[src/rtl/intc_pkg.sv]
// Shared sizing for the interrupt controller.
package intc_pkg;
    localparam int N_IRQ  = 8;
    localparam int VEC_W  = $clog2(N_IRQ);
    localparam int DATA_W = 8;
endpackage

[src/rtl/intc_mask_reg.sv]
// Mask register: holds one block bit per input line.
// Assumes whole-register writes; resets to all ones (all inputs blocked).
module intc_mask_reg #(
    parameter int N = 8
) (
    input  logic         clk,
    input  logic         rst_n,
    input  logic         wr_i,
    input  logic [N-1:0] wdata_i,
    output logic [N-1:0] mask_o
);
    logic [N-1:0] mask_q;

    // Load the mask on a write, force all-blocked on reset.
    always_ff @(posedge clk) begin
        if (!rst_n)    mask_q <= '1;
        else if (wr_i) mask_q <= wdata_i;
    end

    assign mask_o = mask_q;
endmodule

[src/rtl/intc_prio.sv]
// Lowest-index-first priority encoder over the pending lines.
// Assumes an index of 0 is reported when nothing is pending.
module intc_prio #(
    parameter int N = 8,
    localparam int VW = $clog2(N)
) (
    input  logic [N-1:0]  pend_i,
    output logic          any_o,
    output logic [VW-1:0] vec_o
);
    logic [N-1:0] seen;   // seen[i]: some line at index <= i is pending
    logic [N-1:0] grant;  // one-hot winner

    assign seen[0]  = pend_i[0];
    assign grant[0] = pend_i[0];

    genvar g;
    generate
        for (g = 1; g < N; g++) begin : g_chain
            assign seen[g]  = seen[g-1] | pend_i[g];
            assign grant[g] = pend_i[g] & ~seen[g-1];
        end
    endgenerate

    assign any_o = seen[N-1];

    // Turn the one-hot grant into a binary index.
    always_comb begin
        vec_o = '0;
        for (int i = 0; i < N; i++) begin
            if (grant[i]) vec_o = vec_o | VW'(i);
        end
    end
endmodule

[src/rtl/intc_vec_hold.sv]
// Acknowledge-side vector capture and read-data bus drive.
// Assumes the live vector is valid in the cycle acknowledge first goes high.
module intc_vec_hold #(
    parameter int VW = 3,
    parameter int DW = 8
) (
    input  logic          clk,
    input  logic          rst_n,
    input  logic          ack_i,
    input  logic [VW-1:0] live_vec_i,
    output logic [DW-1:0] data_o
);
    logic          ack_q;
    logic [VW-1:0] held_q;
    logic [VW-1:0] shown;

    // Track acknowledge and capture the vector in its first cycle.
    always_ff @(posedge clk) begin
        if (!rst_n) begin
            ack_q  <= 1'b0;
            held_q <= '0;
        end else begin
            ack_q <= ack_i;
            if (ack_i && !ack_q) held_q <= live_vec_i;
        end
    end

    // First ack cycle shows the live vector, later cycles the held one.
    always_comb begin
        shown  = ack_q ? held_q : live_vec_i;
        data_o = ack_i ? {{(DW-VW){1'b0}}, shown} : '0;
    end
endmodule

[src/rtl/intc_mask8.sv]
// Top: eight-input maskable interrupt controller.
// Combines unblocked level requests into one interrupt line, offers the
// lowest winning index as vector, and drives it on the read bus during ack.
module intc_mask8
    import intc_pkg::*;
(
    input  logic              clk,
    input  logic              rst_n,
    input  logic [N_IRQ-1:0]  req_i,
    input  logic              mask_wr_i,
    input  logic [N_IRQ-1:0]  mask_wdata_i,
    output logic [N_IRQ-1:0]  mask_rdata_o,
    output logic              irq_o,
    output logic [VEC_W-1:0]  vec_o,
    input  logic              ack_i,
    output logic [DATA_W-1:0] data_o
);
    logic [N_IRQ-1:0] mask;
    logic [N_IRQ-1:0] pend;

    intc_mask_reg #(.N(N_IRQ)) u_mask (
        .clk(clk), .rst_n(rst_n), .wr_i(mask_wr_i),
        .wdata_i(mask_wdata_i), .mask_o(mask)
    );

    assign pend         = req_i & ~mask;
    assign mask_rdata_o = mask;

    intc_prio #(.N(N_IRQ)) u_prio (
        .pend_i(pend), .any_o(irq_o), .vec_o(vec_o)
    );

    intc_vec_hold #(.VW(VEC_W), .DW(DATA_W)) u_hold (
        .clk(clk), .rst_n(rst_n), .ack_i(ack_i),
        .live_vec_i(vec_o), .data_o(data_o)
    );
endmodule

[config.mk]
export PLATFORM = sky130hd
export DESIGN_NAME = intc_mask8
export DESIGN_NICKNAME = d
export VERILOG_FILES = /design/src/rtl/intc_pkg.sv /design/src/rtl/intc_mask_reg.sv /design/src/rtl/intc_prio.sv /design/src/rtl/intc_vec_hold.sv /design/src/rtl/intc_mask8.sv
export SDC_FILE = /design/constraint.sdc
export NUM_CORES = 1
export LEC_CHECK = 0
export ABC_AREA = 1
export BUFFER_PORTS_ARGS = -buffer_cell sky130_fd_sc_hd__buf_2
export CORE_MARGIN = 5
export CORE_UTILIZATION = 45
export CTS_BUF_LIST = sky130_fd_sc_hd__clkbuf_4 sky130_fd_sc_hd__clkbuf_8
export CTS_CLUSTER_SIZE = 14
export DETAILED_ROUTE_END_ITERATION = 8
export GPL_ROUTABILITY_DRIVEN = 0
export GPL_TIMING_DRIVEN = 0
export PLACE_DENSITY_LB_ADDON = 0.2
export SETUP_SLACK_MARGIN = 0.05
export SYNTH_ARGS = -nofsm -noshare
export SYNTH_HDL_FRONTEND = slang
export SYNTH_SLANG_ARGS = --single-unit
[constraint.sdc]
create_clock -name clk -period 1.22 [get_ports clk]
set_input_delay 0.061 -clock clk [delete_from_list [all_inputs] [get_ports clk]]
set_output_delay 0.061 -clock clk [all_outputs]
set_load 0.005 [all_outputs]
---- Word level (Yosys, flattened, before mapping) ----
Index checks and enable logic that the tools add are counted.
storage, ports and cells
  logic and storage cells ................. 37
  output and inout port bits .............. 20
  register bits after elaboration ......... 12
  input port bits ......................... 20
cells by class
  mux-type cells .......................... 9
  reduce and logical (&&, ||, !) cells .... 2
  bitwise logic cells ..................... 23
operators by type and width
  cell               count
  2-to-1 mux 3 bit   6
  AND 8 bit          1
  NOT 8 bit          1
  AND 1 bit          7
  NOT 1 bit          7
  OR 1 bit           7
  2-to-1 mux 2 bit   2
  logical AND 1 bit  1
  zero test 1 bit    1
  2-to-1 mux 1 bit   1

---- Logic depth before layout (Yosys ltp) ----
  depth after elaboration ................. 13
  gate-level depth with buffers ........... 8
  gate-level depth less buffers ........... 8

---- Hierarchy ----
From an unflattened synthesis, not the netlist that was laid out.
second synthesis, totals
  cell total of the unflattened synthesis .. 110
  area total of the unflattened synthesis .. 704.4 µm²
by module, submodules not included
  module         instances  sequential area each (µm²)  area an instance (µm²)  cells each
  intc_mask_reg  1          160.2                       280.3                   35
  intc_vec_hold  1          80.1                        217.7                   31
  intc_prio      1          0.0                         126.4                   28
  intc_mask8     1          0.0                         80.1                    16

---- Least setup slack after synthesis ----
OpenSTA, ideal clock, no wires.
  kind .................................... register to register
  from .................................... register u_mask.mask_q[1], in the netlist u_mask.mask_o[1]
  to ...................................... register u_hold.held_q[2]
  clock period less this slack ............ 1.050 ns
  data required time ...................... 1.154 ns
  path buffers ............................ 0
  cell stages (with the launch flop) ...... 8
  arrival time ............................ 0.984 ns
  setup slack ............................. 0.170 ns
  library setup time ...................... 0.066 ns
  cell sequence ........................... dfxtp_1 > inv_2 > nand2_4 > nand2_4 > nor2_8 > a21boi_4 > nand2_2 > a21oi_2
between the ends
  cells in the longest elaborated chain, start to end .. 11
  elaborated cells on any way between the ends .. 20
  classes of those cells .................. mux (4); bitwise (16)
ends and longest elaborated chain
  item                                                          line                              source
  start: declaration                                            intc_mask_reg.sv:12               logic [N-1:0] mask_q;
  start signal: assignment                                      intc_mask_reg.sv:17               else if (wr_i) mask_q <= wdata_i;
  NOT 8 bit *                                                   intc_mask8.sv:26                  assign pend = req_i & ~mask;
  AND 8 bit *                                                   intc_mask8.sv:26
  OR 1 bit * (3 in series)                                      intc_prio.sv:20                   assign seen[g] = seen[g-1] | pend_i[g];
  NOT 1 bit / OR 1 bit (equally long branches)                  intc_prio.sv:21, intc_prio.sv:20
  AND 1 bit, or another cell as far along                       intc_prio.sv:21                   assign grant[g] = pend_i[g] & ~seen[g-1];
  2-to-1 mux 3 bit, or another cell as far along (2 in series)  intc_prio.sv:31                   if (grant[i]) vec_o = vec_o | VW'(i);
  2-to-1 mux 3 bit / AND 1 bit (equally long branches)          intc_prio.sv:31, intc_prio.sv:21
  2-to-1 mux 3 bit *                                            intc_prio.sv:31
  net vec_o[2]                                                  intc_mask8.sv:14                  output logic [VEC_W-1:0] vec_o,
  end signal: assignment                                        intc_vec_hold.sv:24               if (ack_i && !ack_q) held_q <= live_vec_i;
  end: declaration                                              intc_vec_hold.sv:14               logic [VW-1:0] held_q;
Mark *: on every way through the listed nets, which the timed path passes. The rest lies on a longest branch.
A chain may end at the register's enable or synchronous reset.

---- Worst setup path after layout ----
  from .................................... register u_mask.mask_q[3], in the netlist u_mask.mask_o[3]
  to ...................................... output port data_o[2]
between the ends
  cells in the longest elaborated chain, start to end .. 11
  elaborated cells on any way between the ends .. 20
  classes of those cells .................. mux (6); bitwise (14)
ends and longest elaborated chain
  item                                                          line                              source
  NOT 8 bit *                                                   intc_mask8.sv:26
  AND 8 bit *                                                   intc_mask8.sv:26
  OR 1 bit *                                                    intc_prio.sv:20
  NOT 1 bit / OR 1 bit (equally long branches)                  intc_prio.sv:21, intc_prio.sv:20
  AND 1 bit, or another cell as far along                       intc_prio.sv:21
  2-to-1 mux 3 bit, or another cell as far along (2 in series)  intc_prio.sv:31
  2-to-1 mux 3 bit / AND 1 bit (equally long branches)          intc_prio.sv:31, intc_prio.sv:21
  2-to-1 mux 3 bit *                                            intc_prio.sv:31
  2-to-1 mux 3 bit *                                            intc_vec_hold.sv:30               shown = ack_q ? held_q : live_vec_i;
  2-to-1 mux 3 bit *                                            intc_vec_hold.sv:31               data_o = ack_i ? {{(DW-VW){1'b0}}, shown} : '0;
  end: declaration                                              intc_mask8.sv:16                  output logic [DATA_W-1:0] data_o
Mark *: on every way between the ends. The rest lies on a longest branch, timed or not.

==> flow_metrics.tcl <==
set metrics [dict create \
    status "complete, but fails checks" \
    violations "setup timing" \
    cp.buffers_inverters 2 \
    synth_top_area_frac 0.326 \
    slew_viol_final 0 \
    intPower_uw 678 \
    die_w_um 50.5 \
    vdd_drop_max_v 0.000643 \
    rrSetupSlack_ns 0.01 \
    power.density_mw_per_mm2 941 \
    hold_viol_final 0 \
    initial_core_util 0.484 \
    combPwrFrac 0.306 \
    crit_chain "inv_2, nand2_4, nand2_4, nor2_8, a21boi_4, nand2_2, nand2_2, buf_2" \
    final_antenna_net_count 0 \
    wl_per_cell_um 11.2 \
    hpwl_mm 1.37 \
    yosysTopAreaCell "dfxtp_1" \
    syn_area_per_cell_sq_um 7.76 \
    synth.distinct_cells 19 \
    area_growth_pct 40.7 \
    cp-start-kind "register" \
    clock-sinks 12 \
    synth-seq-cells 12 \
    clkTransAtPathRegs_ns 0.07 \
    io_pins 40 \
    setup_slack_ns -0.184 \
    seqPwrFrac 0.451 \
    p_clk_frac 0.244 \
    top_layer "met4" \
    final_layout_size_suffix_gt1_frac 0.606 \
    crit_slowest_cell "dfxtp_2" \
    wl_met2_um 937 \
    nets 164 \
    antenna_found_initial 0 \
    hp-class "in -> reg" \
    end_kind "primary output" \
    cp.required_ns 1.16 \
    max_freq_mhz 712 \
    cap_violations 0 \
    diodes 0 \
    synth_warnings 0 \
    core_sq_mm 0.00152 \
    cp_slowest_stage_delay_ns 0.34 \
    yosys-top-cells-area "dfxtp_1 (33%), nand2_1 (7.6%), nand2_2 (7.6%)" \
    cts_root_buf "clkbuf_4" \
    via_per_inst 4.59 \
    fin_skew_ns 0.00595 \
    clkLatencyLatePin_ns 0.27 \
    grt_pass1_wl_mm 2.95 \
    cp_max_fo 4 \
    cts_tree "yes" \
    worst-setup-path-type "reg -> out" \
    rows 14 \
    grt_overflow 0 \
    die_h_um 50.5 \
    drtPass1Iterations 4 \
    holdWs_ns 0.000861 \
    syn_inst 95 \
    p_sw_frac 0.305 \
    dpl_cell_area_sq_um 942 \
    drt_drc_violations_left 0 \
    die_area_sq_mm 0.00255 \
    fin_area_sq_mm 0.00104 \
    setup_viol 6 \
    syn-cell-area_sq_um 737 \
    met1Wirelength_um 666 \
    h-tree-depth 1 \
    min_period_over_period 1.15 \
    vias 725 \
    final_util 0.681 \
    cts.path.max_buffers 2 \
    p_sw_uw 298 \
    grt_max_degree 11 \
    leakagePower_uw 0.000591 \
    cts_made_buffers 3 \
    drt_iter0_drc 8 \
    met3_length_um 146 \
    fin_crit_ns 1.40 \
    synth-seq-area-share 0.326 \
    fillers 124 \
    crit_family "simple AND/OR/NAND/NOR gates" \
    rsz0062_at_grt "true" \
    arrival_ns 1.34 \
    portBuffers 34 \
    finalWirelength_mm 1.77 \
    total_power_uw 976 \
    grt_pass1_vias 705 \
    groute.usage.overall 0.152 \
]
worst register-to-register path, stage by stage (launching register included):
cell,delay [ns]
dfxtp_2,0.34
inv_2,0.05
nand2_4,0.07
nand2_4,0.07
nor2_8,0.12
a21boi_4,0.19
nand2_2,0.07
buf_4,0.13
a21oi_2,0.10
flip-flops by register name, summed over array words and instances (netlist names):
register       count
u_hold.ack_q       1
u_mask.mask_o      8
u_hold.held_q      3
cell type report:
cell class              instances  area [sq um]  area share
plain buffers                   6          42.5      0.0410
clock buffers                   3          22.5      0.0217
inverters                      15          56.3      0.0543
multi-input cells              66           430       0.415
flip-flops and latches         12           248       0.239
well taps                      16          20.0      0.0193
repair buffers                 40           218       0.210
cell families (layout without fill, tap and decap cells):
logic type,Yosys count,count (layout),synth area share
flip-flops,12,12,0.326
AO/OA/AOI/OAI,17,17,0.149
other,1,5,0.00509
buffers and inverters,21,64,0.134
AND/OR/NAND/NOR,44,44,0.385
cells in the final DEF (no fill, tap or decap):
cell / synthesis / routed
a21oi_1: 7 / 7
dfxtp_1: 12 / 6
nand3_2: 2 / 2
nor2_8: 2 / 2
dfxtp_2: 0 / 6
nand2_1: 15 / 14
o21ai_1: 6 / 6
inv_1: 7 / 7
inv_2: 8 / 8
nand2_4: 4 / 6
conb_1: 1 / 5
nand3_1: 9 / 9
nand2_2: 9 / 8
buf_4: 5 / 10
clkbuf_4: 0 / 3
a21boi_4: 1 / 1
a21oi_2: 3 / 3
nor2_1: 1 / 1
nor2_4: 1 / 2
buf_2: 1 / 35
dlygate4sd3_1: 0 / 1
Yosys cell counts:
library cell and instances:
nand3_2 2, o21ai_1 6, nand2_4 4, a21oi_1 7
nor2_4 1, conb_1 1, nand2_1 15, buf_4 5
inv_1 7, nor2_1 1, a21oi_2 3, dfxtp_1 12
nand3_1 9, buf_2 1, nand2_2 9, a21boi_4 1
inv_2 8, nor2_8 2, nor2_2 1
per-layer routing:
| metal | vias to the layer above | track usage |
|---|---|---|
| li1 | 386 | - |
| met5 | - | 0 |
| met1 | 318 | 0.163 |
| met3 | 2 | 0.0740 |
| met4 | 0 | 0.0511 |
| met2 | 19 | 0.256 |
per-stage QoR:
| step | setup slack [ns] | TNS, ns | std cells |
|---|---|---|---|
| 2_1_floorplan | 0.170 | 0 | 99 |
| 3_3_place_gp | 0.104 | 0 | 149 |
| 3_5_place_dp | 0.0740 | 0 | 149 |
| 4_1_cts | -0.184 | -0.745 | 158 |
| 5_1_grt | -0.265 | -1.36 | 158 |
| 6_report | -0.184 | -0.685 | 158 |
power by group through the flow:
stage / Clock, uW / Combinational [uW] / Sequential [uW]
2_1_floorplan: 0 / 168 / 446
4_1_cts: 244 / 296 / 439
3_3_place_gp: 0 / 267 / 444
6_report: 238 / 298 / 440
5_1_grt: 263 / 332 / 443
3_5_place_dp: 0 / 273 / 445
final timing paths:
kind / from / endpoint / cells after the start
max: u_mask.mask_o[3]$_SDFFE_PN1P_ / data_o[2] / 8
min: mask_wdata_i[7] / u_mask.mask_o[7]$_SDFFE_PN1P_ / 3
max reg2reg: u_mask.mask_o[3]$_SDFFE_PN1P_ / u_hold.held_q[2]$_SDFFE_PN0P_ / 8
min reg2reg: u_hold.held_q[0]$_SDFFE_PN0P_ / u_hold.held_q[0]$_SDFFE_PN0P_ / 2
what timing repair did:
| action | CTS | global route |
|---|---|---|
| pin swaps | 6 | 4 |
| hold endpoints to repair | 1 | 0 |
| hold buffers | 1 | 0 |
| buffers inserted | 5 | 0 |
| resized for setup | 7 | 3 |
| endpoints found under the setup margin | 7 | 9 |
| gates cloned | 0 | 0 |
Power figures use the tool's default switching activity.
